## src/rtl/mbox_pkg.sv

```systemverilog
package mbox_pkg;
  // word offsets (byte offset / 4) of the host-visible regions
  localparam int CMD_WORD    = 0;
  localparam int STATUS_WORD = 1;
  localparam int WB_BASE_WORD = 32;  // 0x80
  localparam int RB_BASE_WORD = 36;  // 0x90
  localparam int NOTIFY_BIT  = 8;

  typedef struct packed {
    logic launch;  // accepted command write
    logic finish;  // accepted completion
  } mboxStrobe_t;
endpackage

```

## src/rtl/mbox_ctrl.sv

```systemverilog
module mbox_ctrl
  import mbox_pkg::*;
#(
  parameter int ADDR_W = 8
) (
  input  logic              clk,
  input  logic              rstN,
  input  logic              hostWrEn,
  input  logic [ADDR_W-1:0] hostAddr,
  input  logic              notifyReq,
  input  logic              ctlDone,
  output mboxStrobe_t       strobe,
  output logic              busy,
  output logic              doorbell,
  output logic              hostIrq
);
  logic cmdHit;
  logic notifyQ;

  assign cmdHit = hostWrEn && (int'(hostAddr[ADDR_W-1:2]) == CMD_WORD);

  always_comb begin
    strobe.launch = cmdHit && !busy;
    strobe.finish = ctlDone && busy;
  end

  always_ff @(posedge clk) begin
    if (!rstN) begin
      busy     <= 1'b0;
      doorbell <= 1'b0;
      hostIrq  <= 1'b0;
      notifyQ  <= 1'b0;
    end else begin
      doorbell <= strobe.launch;
      hostIrq  <= strobe.finish && notifyQ;
      if (strobe.launch) begin
        busy    <= 1'b1;
        notifyQ <= notifyReq;
      end else if (strobe.finish) begin
        busy <= 1'b0;
      end
    end
  end

  AST_BELL_WHILE_BUSY: assert property (@(posedge clk) disable iff (!rstN)
    doorbell |-> busy);
  AST_NO_RELAUNCH: assert property (@(posedge clk) disable iff (!rstN)
    (busy && cmdHit) |=> !doorbell);
  AST_BUSY_HOLDS: assert property (@(posedge clk) disable iff (!rstN)
    ($past(busy) && !$past(ctlDone)) |-> busy);
  AST_IRQ_AT_CLEAR: assert property (@(posedge clk) disable iff (!rstN)
    hostIrq |-> (!busy && $past(busy)));
  AST_IRQ_SINGLE: assert property (@(posedge clk) disable iff (!rstN)
    hostIrq |=> !hostIrq);
endmodule

```

## src/rtl/mbox_datapath.sv

```systemverilog
module mbox_datapath
  import mbox_pkg::*;
#(
  parameter int ADDR_W   = 8,
  parameter int WB_WORDS = 4,
  parameter int RB_WORDS = 4
) (
  input  logic                        clk,
  input  logic                        rstN,
  input  mboxStrobe_t                 strobe,
  input  logic                        busy,
  input  logic                        hostWrEn,
  input  logic [ADDR_W-1:0]           hostAddr,
  input  logic [31:0]                 hostWrData,
  input  logic                        hostByteRd,
  input  logic [7:0]                  hostInitId,
  output logic [31:0]                 hostRdData,
  output logic [31:0]                 ctlCommand,
  input  logic [$clog2(WB_WORDS)-1:0] ctlWbIdx,
  output logic [31:0]                 ctlWbData,
  input  logic                        ctlRbWrEn,
  input  logic [$clog2(RB_WORDS)-1:0] ctlRbIdx,
  input  logic [31:0]                 ctlRbData,
  input  logic                        ctlErr,
  input  logic [7:0]                  ctlErrCode
);
  localparam int WB_IDX_W = $clog2(WB_WORDS);
  localparam int RB_IDX_W = $clog2(RB_WORDS);

  logic [31:0] wbMem [WB_WORDS];
  logic [31:0] rbMem [RB_WORDS];
  logic [31:0] cmdWord;
  logic [7:0]  initId;
  logic        errQ;
  logic [7:0]  codeQ;

  logic [ADDR_W-3:0]   wordAddr;
  logic                wbSel, rbSel, statusSel;
  logic [WB_IDX_W-1:0] wbHostIdx;
  logic [RB_IDX_W-1:0] rbHostIdx;
  logic [31:0]         rbWord;

  assign wordAddr  = hostAddr[ADDR_W-1:2];
  assign statusSel = int'(wordAddr) == STATUS_WORD;
  assign wbSel     = int'(wordAddr) >= WB_BASE_WORD && int'(wordAddr) < WB_BASE_WORD + WB_WORDS;
  assign rbSel     = int'(wordAddr) >= RB_BASE_WORD && int'(wordAddr) < RB_BASE_WORD + RB_WORDS;
  assign wbHostIdx = WB_IDX_W'(int'(wordAddr) - WB_BASE_WORD);
  assign rbHostIdx = RB_IDX_W'(int'(wordAddr) - RB_BASE_WORD);

  // staging buffer: host writes, controller reads
  for (genvar i = 0; i < WB_WORDS; i++) begin : gWb
    always_ff @(posedge clk) begin
      if (!rstN) wbMem[i] <= '0;
      else if (hostWrEn && wbSel && wbHostIdx == WB_IDX_W'(i)) wbMem[i] <= hostWrData;
    end
  end

  // response buffer: controller writes, host reads
  for (genvar i = 0; i < RB_WORDS; i++) begin : gRb
    always_ff @(posedge clk) begin
      if (!rstN) rbMem[i] <= '0;
      else if (ctlRbWrEn && ctlRbIdx == RB_IDX_W'(i)) rbMem[i] <= ctlRbData;
    end
  end

  always_ff @(posedge clk) begin
    if (!rstN) begin
      cmdWord <= '0;
      initId  <= '0;
      errQ    <= 1'b0;
      codeQ   <= '0;
    end else if (strobe.launch) begin
      cmdWord <= hostWrData;
      initId  <= hostInitId;
      errQ    <= 1'b0;
      codeQ   <= '0;
    end else if (strobe.finish) begin
      errQ  <= ctlErr;
      codeQ <= ctlErrCode;
    end
  end

  assign ctlCommand = cmdWord;
  assign ctlWbData  = wbMem[ctlWbIdx];
  assign rbWord     = rbMem[rbHostIdx];

  always_comb begin
    hostRdData = '0;
    if (statusSel) begin
      hostRdData = {8'h00, codeQ, initId, cmdWord[15:12], 2'b00, errQ, busy};
    end else if (rbSel) begin
      if (hostByteRd) hostRdData = {24'h0, rbWord[{hostAddr[1:0], 3'b000} +: 8]};
      else            hostRdData = rbWord;
    end
  end

  AST_CMD_FROZEN: assert property (@(posedge clk) disable iff (!rstN)
    $past(busy) |-> $stable(cmdWord));
  AST_CODE_MOVES_ON_EVENT: assert property (@(posedge clk) disable iff (!rstN)
    !$stable(codeQ) |-> $past(strobe.launch || strobe.finish));
  AST_ERR_CLEAR_ON_LAUNCH: assert property (@(posedge clk) disable iff (!rstN)
    strobe.launch |=> !errQ);
endmodule

```

## src/rtl/doorbell_mailbox.sv

```systemverilog
module doorbell_mailbox
  import mbox_pkg::*;
#(
  parameter int ADDR_W   = 8,
  parameter int WB_WORDS = 4,
  parameter int RB_WORDS = 4
) (
  input  logic                        clk,
  input  logic                        rstN,
  input  logic                        hostWrEn,
  input  logic [ADDR_W-1:0]           hostAddr,
  input  logic [31:0]                 hostWrData,
  input  logic                        hostByteRd,
  input  logic [7:0]                  hostInitId,
  output logic [31:0]                 hostRdData,
  output logic                        hostIrq,
  output logic                        doorbell,
  output logic [31:0]                 ctlCommand,
  input  logic [$clog2(WB_WORDS)-1:0] ctlWbIdx,
  output logic [31:0]                 ctlWbData,
  input  logic                        ctlRbWrEn,
  input  logic [$clog2(RB_WORDS)-1:0] ctlRbIdx,
  input  logic [31:0]                 ctlRbData,
  input  logic                        ctlDone,
  input  logic                        ctlErr,
  input  logic [7:0]                  ctlErrCode
);
  mboxStrobe_t strobe;
  logic        busy;

  mbox_ctrl #(.ADDR_W(ADDR_W)) i_ctrl (
    .clk       (clk),
    .rstN      (rstN),
    .hostWrEn  (hostWrEn),
    .hostAddr  (hostAddr),
    .notifyReq (hostWrData[NOTIFY_BIT]),
    .ctlDone   (ctlDone),
    .strobe    (strobe),
    .busy      (busy),
    .doorbell  (doorbell),
    .hostIrq   (hostIrq)
  );

  mbox_datapath #(.ADDR_W(ADDR_W), .WB_WORDS(WB_WORDS), .RB_WORDS(RB_WORDS)) i_datapath (
    .clk        (clk),
    .rstN       (rstN),
    .strobe     (strobe),
    .busy       (busy),
    .hostWrEn   (hostWrEn),
    .hostAddr   (hostAddr),
    .hostWrData (hostWrData),
    .hostByteRd (hostByteRd),
    .hostInitId (hostInitId),
    .hostRdData (hostRdData),
    .ctlCommand (ctlCommand),
    .ctlWbIdx   (ctlWbIdx),
    .ctlWbData  (ctlWbData),
    .ctlRbWrEn  (ctlRbWrEn),
    .ctlRbIdx   (ctlRbIdx),
    .ctlRbData  (ctlRbData),
    .ctlErr     (ctlErr),
    .ctlErrCode (ctlErrCode)
  );
endmodule

```

## config.mk

```make
export PLATFORM = sky130hd
export DESIGN_NAME = doorbell_mailbox
export DESIGN_NICKNAME = d
export VERILOG_FILES = /design/src/rtl/mbox_pkg.sv /design/src/rtl/mbox_ctrl.sv /design/src/rtl/mbox_datapath.sv /design/src/rtl/doorbell_mailbox.sv
export SDC_FILE = /design/constraint.sdc
export NUM_CORES = 1
export LEC_CHECK = 0
export CAP_MARGIN = 5
export CORE_MARGIN = 2
export CORE_UTILIZATION = 50
export CTS_CLUSTER_SIZE = 24
export DETAILED_ROUTE_END_ITERATION = 8
export HOLD_SLACK_MARGIN = 0.08
export PLACE_DENSITY = 0.8
export SLEW_MARGIN = 15
export SYNTH_ARGS = -nofsm -noshare
export SYNTH_HDL_FRONTEND = slang
export SYNTH_HIERARCHICAL = 1
export SYNTH_SLANG_ARGS = --single-unit
```

## constraint.sdc

```tcl
create_clock -name clk -period 6.75 [get_ports clk]
set_input_delay 2.025 -clock clk [delete_from_list [all_inputs] [get_ports clk]]
set_output_delay 2.025 -clock clk [all_outputs]
set_load 0.02 [all_outputs]
```

---- After elaboration in Yosys (flattened, before gate mapping) ----
Memory sizes are Yosys's and may differ from the RTL's.
Index checks and enable logic that the tools add are counted.
word-level totals
  register bits ........................... 53
  memory bits (writable) .................. 256
  input port bits ......................... 99
  memories kept ........................... 2
operators by class
  add/subtract/negate cells ............... 2
  order comparisons ....................... 4
  equal/unequal tests ..................... 7
  shift operators ......................... 1
  multiplexer cells ....................... 38
  bitwise operators ....................... 9
  reductions and logical operators ........ 21
memory list
  memory            depth  width  rd ports  clocked after Yosys merged registers in  wr ports  RTL line             RTL
  i_datapath.rbMem  4      32     1         0                                        4         mbox_datapath.sv:31  logic [31:0] rbMem [RB_WORDS];
  i_datapath.wbMem  4      32     1         0                                        4         mbox_datapath.sv:30  logic [31:0] wbMem [WB_WORDS];
operator list
  cell                   number
  $mux W32               11
  $shiftx A32 B6 Y8      1
  $mux W1                27
  $logic_and A1 B1 Y1    15
  $ge A6 B6 Y1 const B   2
  $lt A6 B6 Y1 const B   2
  $eq A2 B2 Y1 const B   4
  $or A1 B1 Y1           8
  $eq A6 B2 Y1 const B   1
  $logic_not A6 Y1       1
  $eq A2 B1 Y1 const B   2
  $logic_not A2 Y1       2
  $sub A2 B1 Y2 const B  2
  $reduce_bool A2 Y1     1
  $reduce_or A2 Y1       1
  $logic_not A1 Y1       1
  $not A1 Y1             1

---- Longest topological paths before layout ----
Gate-level depths: netlist of the first run.
  word-level depth ........................ 8
  mapped depth ............................ 6
  mapped depth without buffers ............ 4

---- Modules after synthesis ----
The synthesis of the first run kept the hierarchy.
by module, submodules not included
  module         times used  cells an instance  area an instance (um^2)  seq. area each (um^2)
  mbox_datapath  1           949                14116.0                  8668.3
  mbox_ctrl      1           15                 167.7                    80.1

---- Worst setup path after synthesis of the first run ----
No wires, ideal clock.
  path type ............................... input-to-output
  start ................................... in hostAddr[3]
  end ..................................... out hostRdData[4]
  data arrival time ....................... 3.363 ns
  data required time ...................... 4.725 ns
  path slack .............................. 1.362 ns
  stages on the path ...................... 6
  cells stage by stage .................... buf_6 > nand2b_4 > nor4b_4 > buf_6 > nand2_1 > a32oi_1
between the ends
  word-level cells in the longest chain between the ends .. 6
ends and longest elaborated chain
  element            RTL line                RTL
  from (decl)        doorbell_mailbox.sv:11  input logic [ADDR_W-1:0] hostAddr,
  $sub A2 B1 Y2      mbox_datapath.sv:48     assign rbHostIdx = RB_IDX_W'(int'(wordAddr) - RB_BASE_WORD);
  $mem_v2 Z4 W32     -
  $shiftx A32 B6 Y8  mbox_datapath.sv:92     if (hostByteRd) hostRdData = {24'h0, rbWord[{hostAddr[1:0], 3'b000} +: 8]};
  $mux W32           mbox_datapath.sv:92
  $mux W32           mbox_datapath.sv:91     end else if (rbSel) begin
  $mux W32 (*)       mbox_datapath.sv:89     if (statusSel) begin
  to (decl)          doorbell_mailbox.sv:15  output logic [31:0] hostRdData,
Mark *: on every way between the ends. The rest lies on a longest branch, timed or not.

---- Worst setup path after layout of the first run ----
  start ................................... in hostAddr[7]
  end ..................................... out hostRdData[1]
between the ends
  word-level cells in the longest chain between the ends .. 4
ends and longest elaborated chain
  element                                       RTL line             RTL
  $ge A6 B6 Y1 or $lt A6 B6 Y1 (tied branches)  mbox_datapath.sv:46  assign rbSel = int'(wordAddr) >= RB_BASE_WORD && int'(wordAddr) < RB_BASE_WORD + RB_WORDS;
  $logic_and A1 B1 Y1                           mbox_datapath.sv:46
  $mux W32                                      mbox_datapath.sv:91
  $mux W32 (*)                                  mbox_datapath.sv:89
Marks and branches as above.

==> results of run 1 <==
-- worst max-delay path by stage --
stage | from | end | slack [ns] | cells after the start
floorplan | hostAddr[3] | hostRdData[4] | 1.36 | 6
global placement | hostAddr[1] | hostRdData[0] | 0.39 | 7
detailed placement | hostAddr[0] | hostRdData[0] | 0.39 | 6
CTS | hostAddr[7] | hostRdData[0] | 0.36 | 7
global route | hostAddr[7] | hostRdData[0] | 0.22 | 7
finish | hostAddr[7] | hostRdData[1] | 0.36 | 7
-- worst reg2reg max path: stages (launching register included) --
cell and delay, ns:
dfxtp_1 0.39, nor4_2 0.35, and2_4 0.71, nand2b_1 0.52, nor2_1 0.10
-- layout make-up --
| cell class | count | area share, % |
|---|---|---|
| Clock inverter | 9 | 0.401 |
| Tap cell | 378 | 2.66 |
| Multi-Input combinational cell | 588 | 29.9 |
| Timing Repair Buffer | 235 | 12.8 |
| Inverter | 1 | 0.0211 |
| Clock buffer | 49 | 5.02 |
| Sequential cell | 309 | 49.2 |
-- stage by stage --
stage | worst slack, ns | instances
3_3_place_gp | 0.386 | 1511
4_1_cts | 0.360 | 1569
5_1_grt | 0.216 | 1569
2_1_floorplan | 1.36 | 964
6_report | 0.357 | 1569
3_5_place_dp | 0.389 | 1511
-- cells in the mapped netlist (2+ instances only) --
library cell	count	area, um^2
a22o_1	16	140
buf_2	15	75.1
o22ai_1	2	12.5
a22oi_1	5	37.5
nand2_1	13	48.8
nand3_1	2	10.0
o221ai_1	2	17.5
o21a_1	2	15.0
nor2_1	24	90.1
and2_1	266	1660
mux2i_1	64	641
nand2b_1	6	37.5
nor2b_1	43	269
clkbuf_1	42	158
dfxtp_1	53	1060
mux4_2	75	1690
mux2_2	12	135
o21ai_0	15	75.1
buf_6	2	22.5
o31ai_1	2	15.0
buf_4	6	45.0
a32oi_1	5	43.8
a21oi_1	7	35.0
edfxtp_1	256	7690
o21ai_1	3	15.0
a221oi_1	5	43.8
-- logic make-up (layout without fill, tap and decap cells) --
family	count (synthesis)	after routing	share of synthesized area (%)
buffers and inverters	67	294	2.15
AND/OR/NAND/NOR	368	368	15.9
flip-flops	309	309	61.2
AO/OA/AOI/OAI	69	69	3.48
multiplexers	151	151	17.3
-- power groups by stage --
stage	clock (uW)	sequential (uW)	combinational (uW)
finish	1640	2210	433
global route	1740	2220	459
floorplan	0	2230	231
detailed placement	0	2250	433
CTS	1660	2210	435
global placement	0	2240	429
-- layer usage --
metal  track usage (%)  part of all wire, %  vias up
li1                  -                    -     3985
met1              30.2                   40     4392
met2              39.6                   50      361
met3              3.54                  7.1       55
met4              5.90                  2.3        0
met5                 0                    0        -
-- flip-flops by register name (all words and copies together), names as in the netlist --
register and count:
i_ctrl/hostIrq 1, i_ctrl/notifyQ 1, i_ctrl/doorbell 1, i_datapath/initId 8, i_datapath/rbMem 128, i_datapath/wbMem 128, i_datapath/ctlCommand 32, i_datapath/codeQ 8
i_datapath/errQ 1, i_ctrl/busy 1
==> results.tsv, run 1 <==
metric	value	unit
status	finished, final reports clean	
die_y	173	um
r2r_cells	4	
maxCapViolCount	0	
numCtsBuffers	31	
timing.rr.end	i_datapath/codeQ[2]	
p_clk_share	38.3	%
drive_above_1_share	16.5	%
min_to	i_ctrl/notifyQ	
final_cell_mix	and2_1, edfxtp_1, clkdlybuf4s50_1	
yosysSeqAreaShare	61.2	%
cts.repair.resized	0	
power_switching	952	uW
power.density	240	mW/mm^2
synth_seq_cells	309	
hold_viol	0	
cts_tree	done	
port_buffers	196	
grt_overflow	0	
slew-limit-headroom	46.9	%
multi_input_area	0.00531	mm^2
coreArea	0.0279	mm^2
grt_max_degree	58	
setup_viol	0	
synthFlopType	edfxtp_1	
post-route-min-period	6.39	ns
clkSinkCount	309	
crit_path_frequent_cell	clkdlybuf4s50_1	
peakVddDrop	0.162	mV
p_sw_share	22.3	%
skew	0.00628	ns
required	4.72	ns
worstSetupPathType	input port to output pin	
fin_crit_sh	94.7	%
post-route-cell-area	0.0178	mm^2
layout_commonest_cell	and2_1	
critical_path.max_stage_delay	0.67	ns
timing.rr.start	i_ctrl/busy	
wl	34.1	mm
drv_slew	0	
dp_hpwl	21.9	mm
cts_root_buf	clkbuf_16	
grt_use_total	22.8	%
postSynthAreaPerCell	14.8	um^2
clkLatencyLatePin	0.56	ns
gp_congestion	0.828	
synth_edf_count	256	
hold_buffers	0	
seq_area	0.00875	mm^2
drc_errors	0	
cp.arrival	4.37	ns
hold_path_depth	2	
grt_pass1_vias	9187	
fillCellCount	2023	
area_growth	24.5	%
cts.htree.levels	1	
max_freq	0.156	GHz
cp_max_fo	6	
synthArstFlopShare	0	%
clk_pin_slew_worst_paths	0.06	ns
ant_nets	0	
dieArea	0.0299	mm^2
antenna_found_initial	0	
firstDrtPassIters	5	
placed_area	0.0168	mm^2
post_cts_buffers	0	
dr.first_iter.drc_count	758	
route.vias.total	8793	
grt_pass1_wl	53.2	mm
cell_internal_pwr	3330	uW
ioPinCount	197	
die_x	173	um
synth_warnings	6	
routed_via_density	5.60	
netlist_instances	964	
hold_ws	0.480	ns
crit_buf_inv	3	
tightest_slew	0.797	ns
ys_types	47	
crit_chain	clkdlybuf4s50_1 -> nor2b_1 -> and3b_1 -> buf_4 -> o21ai_0 -> a32oi_1 -> clkdlybuf4s50_1	
worstSetupStartpointType	input port	
nNetsFinal	1265	
power_leakage	0.00611	uW
holdCritStartpoint	i_ctrl/notifyQ	
tns	0	ns
power	4280	uW
wl_per_cell	21.8	um
rsz0062_at_grt	no	
syn-cell-area	0.0143	mm^2
p_seq_share	51.6	%
cts_buffer_depth	3	
cp_top_family	buffers and inverters	
endpoint_kind	output pin	
diodes	0	
hold_path_class	flop to flop	
rows	61	
crit_slowest_cell	clkdlybuf4s50_1	
start_util	51.1	%
comb_power_share	10.1	%
syn_nets	1063	
post-route-util	63.7	%
reg2reg_slack	4.55	ns
Note: power is estimated with default switching activity, not from simulation.
==> run 2: changes to the inputs <==
--- a/config.mk
+++ b/config.mk
@@ -12,7 +12,7 @@
 export DETAILED_ROUTE_END_ITERATION = 8
 export HOLD_SLACK_MARGIN = 0.08
 export PLACE_DENSITY = 0.8
-export SLEW_MARGIN = 15
+export SLEW_MARGIN = 20
 export SYNTH_ARGS = -nofsm -noshare
 export SYNTH_HDL_FRONTEND = slang
 export SYNTH_HIERARCHICAL = 1
==> results of run 2 <==
No change in the layout: final DEF, timing and power equal those of run 1.
==> run 3: changes to the inputs <==
--- a/config.mk
+++ b/config.mk
@@ -10,6 +10,7 @@
 export CORE_UTILIZATION = 50
 export CTS_CLUSTER_SIZE = 24
 export DETAILED_ROUTE_END_ITERATION = 8
+export GPL_TIMING_DRIVEN = 0
 export HOLD_SLACK_MARGIN = 0.08
 export PLACE_DENSITY = 0.8
 export SLEW_MARGIN = 20
==> run 3 against run 2 <==
Compared with the run above: utilization is 1.7 points higher; cell area rose by 2.7%; critical path depth up 1.
==> results.tsv, run 3 (synthesis results as in run 1) <==
metric	value	unit	change
antenna_found_initial	2		+2
cp.arrival	4.69	ns	+0.32 ns
port_buffers	195		-0.51%
crit_buf_inv	4		+1
worstSetupStartpointType	input port		
wl_per_cell	24.3	um	+11%
hold_viol	0		unchanged
rsz0062_at_grt	no		
fin_crit_sh	99.5	%	+4.8 points
setup_slack	0.0340	ns	-0.323 ns
setup_viol	0		unchanged
post-route-min-period	6.72	ns	+0.323 ns
gp_congestion	0.901		+8.9%
die_y	173	um	unchanged
cp_max_fo	7		+1
crit_slowest_cell	clkdlybuf4s50_1		
numCtsBuffers	34		+9.7%
wl_met1	14.4	mm	+4.2%
met3_length	3.81	mm	+57%
maxCapViolCount	0		unchanged
endpoint_kind	output pin		
nNetsFinal	1310		+3.6%
hold_path_class	flop to flop		
firstDrtPassIters	7		+2
ioPinCount	197		unchanged
cts_buffer_depth	3		unchanged
final_cell_mix	and2_1, edfxtp_1, clkdlybuf4s50_1		
grt_pass1_vias	9675		+5.3%
cts_root_buf	clkbuf_16		
dr.first_iter.drc_count	1065		+41%
post-route-util	65.4	%	+1.7 points
dieArea	0.0299	mm^2	unchanged
cp_top_family	buffers and inverters		
grt_pass1_wl	58.0	mm	+9.1%
pre_cts_slack	-0.272	ns	-0.661 ns
status	finished, final reports clean		
die_x	173	um	unchanged
power.density	247	mW/mm^2	+2.6%
wl_met2	19.5	mm	+14%
placed_cells	1546		+2.3%
crit_path_frequent_cell	clkdlybuf4s50_1		
grt_max_degree	20		-66%
required	4.72	ns	about the same
slew-limit-headroom	38.7	%	-8.2 points
peakVddDrop	0.215	mV	+33%
power	4510	uW	+5.3%
stdcell_count	1616		+3.0%
max_freq	0.149	GHz	-4.8%
fillCellCount	2009		-0.69%
tightest_slew	0.919	ns	+0.123 ns
drive_above_1_share	16.7	%	+0.11 points
ant_nets	0		unchanged
clkLatencyLatePin	0.51	ns	-0.05 ns
grt_overflow	0		unchanged
start_util	51.1	%	unchanged
r2r_cells	6		+2
clkSinkCount	309		unchanged
dp_hpwl	27.2	mm	+24%
area_growth	27.9	%	
top_layer_used	met5		
wl	39.2	mm	+15%
layout_commonest_cell	and2_1		
cts_tree	done		
routed_via_density	5.86		+4.6%
grt_use_total	25.9	%	+3.1 points
crit_chain	clkdlybuf4s50_1 -> buf_2 -> or3_1 -> clkbuf_1 -> o2bb2ai_1 -> a2111oi_1 -> a22oi_2 -> clkdlybuf4s50_1		
crit_cells	8		+1
hold_path_depth	2		unchanged
hold_ws	0.474	ns	-0.00647 ns
critical_path.max_stage_delay	0.57	ns	-0.10 ns
drv_slew	0		unchanged
coreArea	0.0279	mm^2	unchanged
worstSetupPathType	input port to output pin		
clk_pin_slew_worst_paths	0.06	ns	about the same
skew	0.00573	ns	-0.000547 ns
route.vias.total	9470		+7.7%
power_leakage	0.00631	uW	+3.4%
drc_errors	0		unchanged
cts.htree.levels	2		+1
rows	61		unchanged
[run 3: cell type report]
class / count / area, um^2 / share of cell area [%]
clock inverters: 19 / 170 / 0.932
inverters: 1 / 3.75 / 0.0206
flip-flops and latches: 309 / 8750 / 47.9
repair buffers: 211 / 2230 / 12.2
multi-input cells: 588 / 5360 / 29.3
clock buffers: 43 / 946 / 5.18
diodes: 1 / 2.50 / 0.0137
well taps: 378 / 473 / 2.59
plain buffers: 66 / 327 / 1.79
[run 3: path summary, 6_finish.rpt]
kind / endpoint / slack, ns / start
max: hostRdData[7] / 0.03 / hostAddr[2]
min: i_ctrl/notifyQ / 0.47 / i_ctrl/notifyQ
max reg2reg: i_datapath/ctlCommand[30] / 4.51 / i_ctrl/busy
min reg2reg: i_ctrl/notifyQ / 0.47 / i_ctrl/notifyQ
[run 3: worst register-to-register path, cell delays in order (launching register included)]
cell and delay [ns]:
dfxtp_1 0.37, nor4_2 0.31, and2_4 0.20, clkbuf_1 0.20
clkbuf_1 0.69, mux2i_1 0.30, nor2b_1 0.06
[run 3: power by group]
part,switching (uW),internal (uW)
logic,236,232
registers,41.9,2170
clock network,749,1080
[run 3: timing repair]
action	4_1_cts	5_1_grt
buffers inserted	6	1
setup endpoints to repair	25	24
gates resized for setup	9	13
cloned	0	0
hold buffers	0	0
pin swaps	2	0
[run 3: layer usage]
layer | global-route usage, % | vias to the layer above
met4 | 10.2 | 2
met1 | 32.0 | 4658
met2 | 44.7 | 600
met5 | 0 | -
met3 | 5.28 | 129
li1 | - | 4081
[run 3: metrics by stage]
stage          cell area [um^2]  setup TNS [ns]
4_1_cts                   18200               0
3_5_place_dp              17000           -2.27
2_1_floorplan             14300               0
3_3_place_gp              16700         -156.79
5_1_grt                   18300               0
6_report                  18300               0
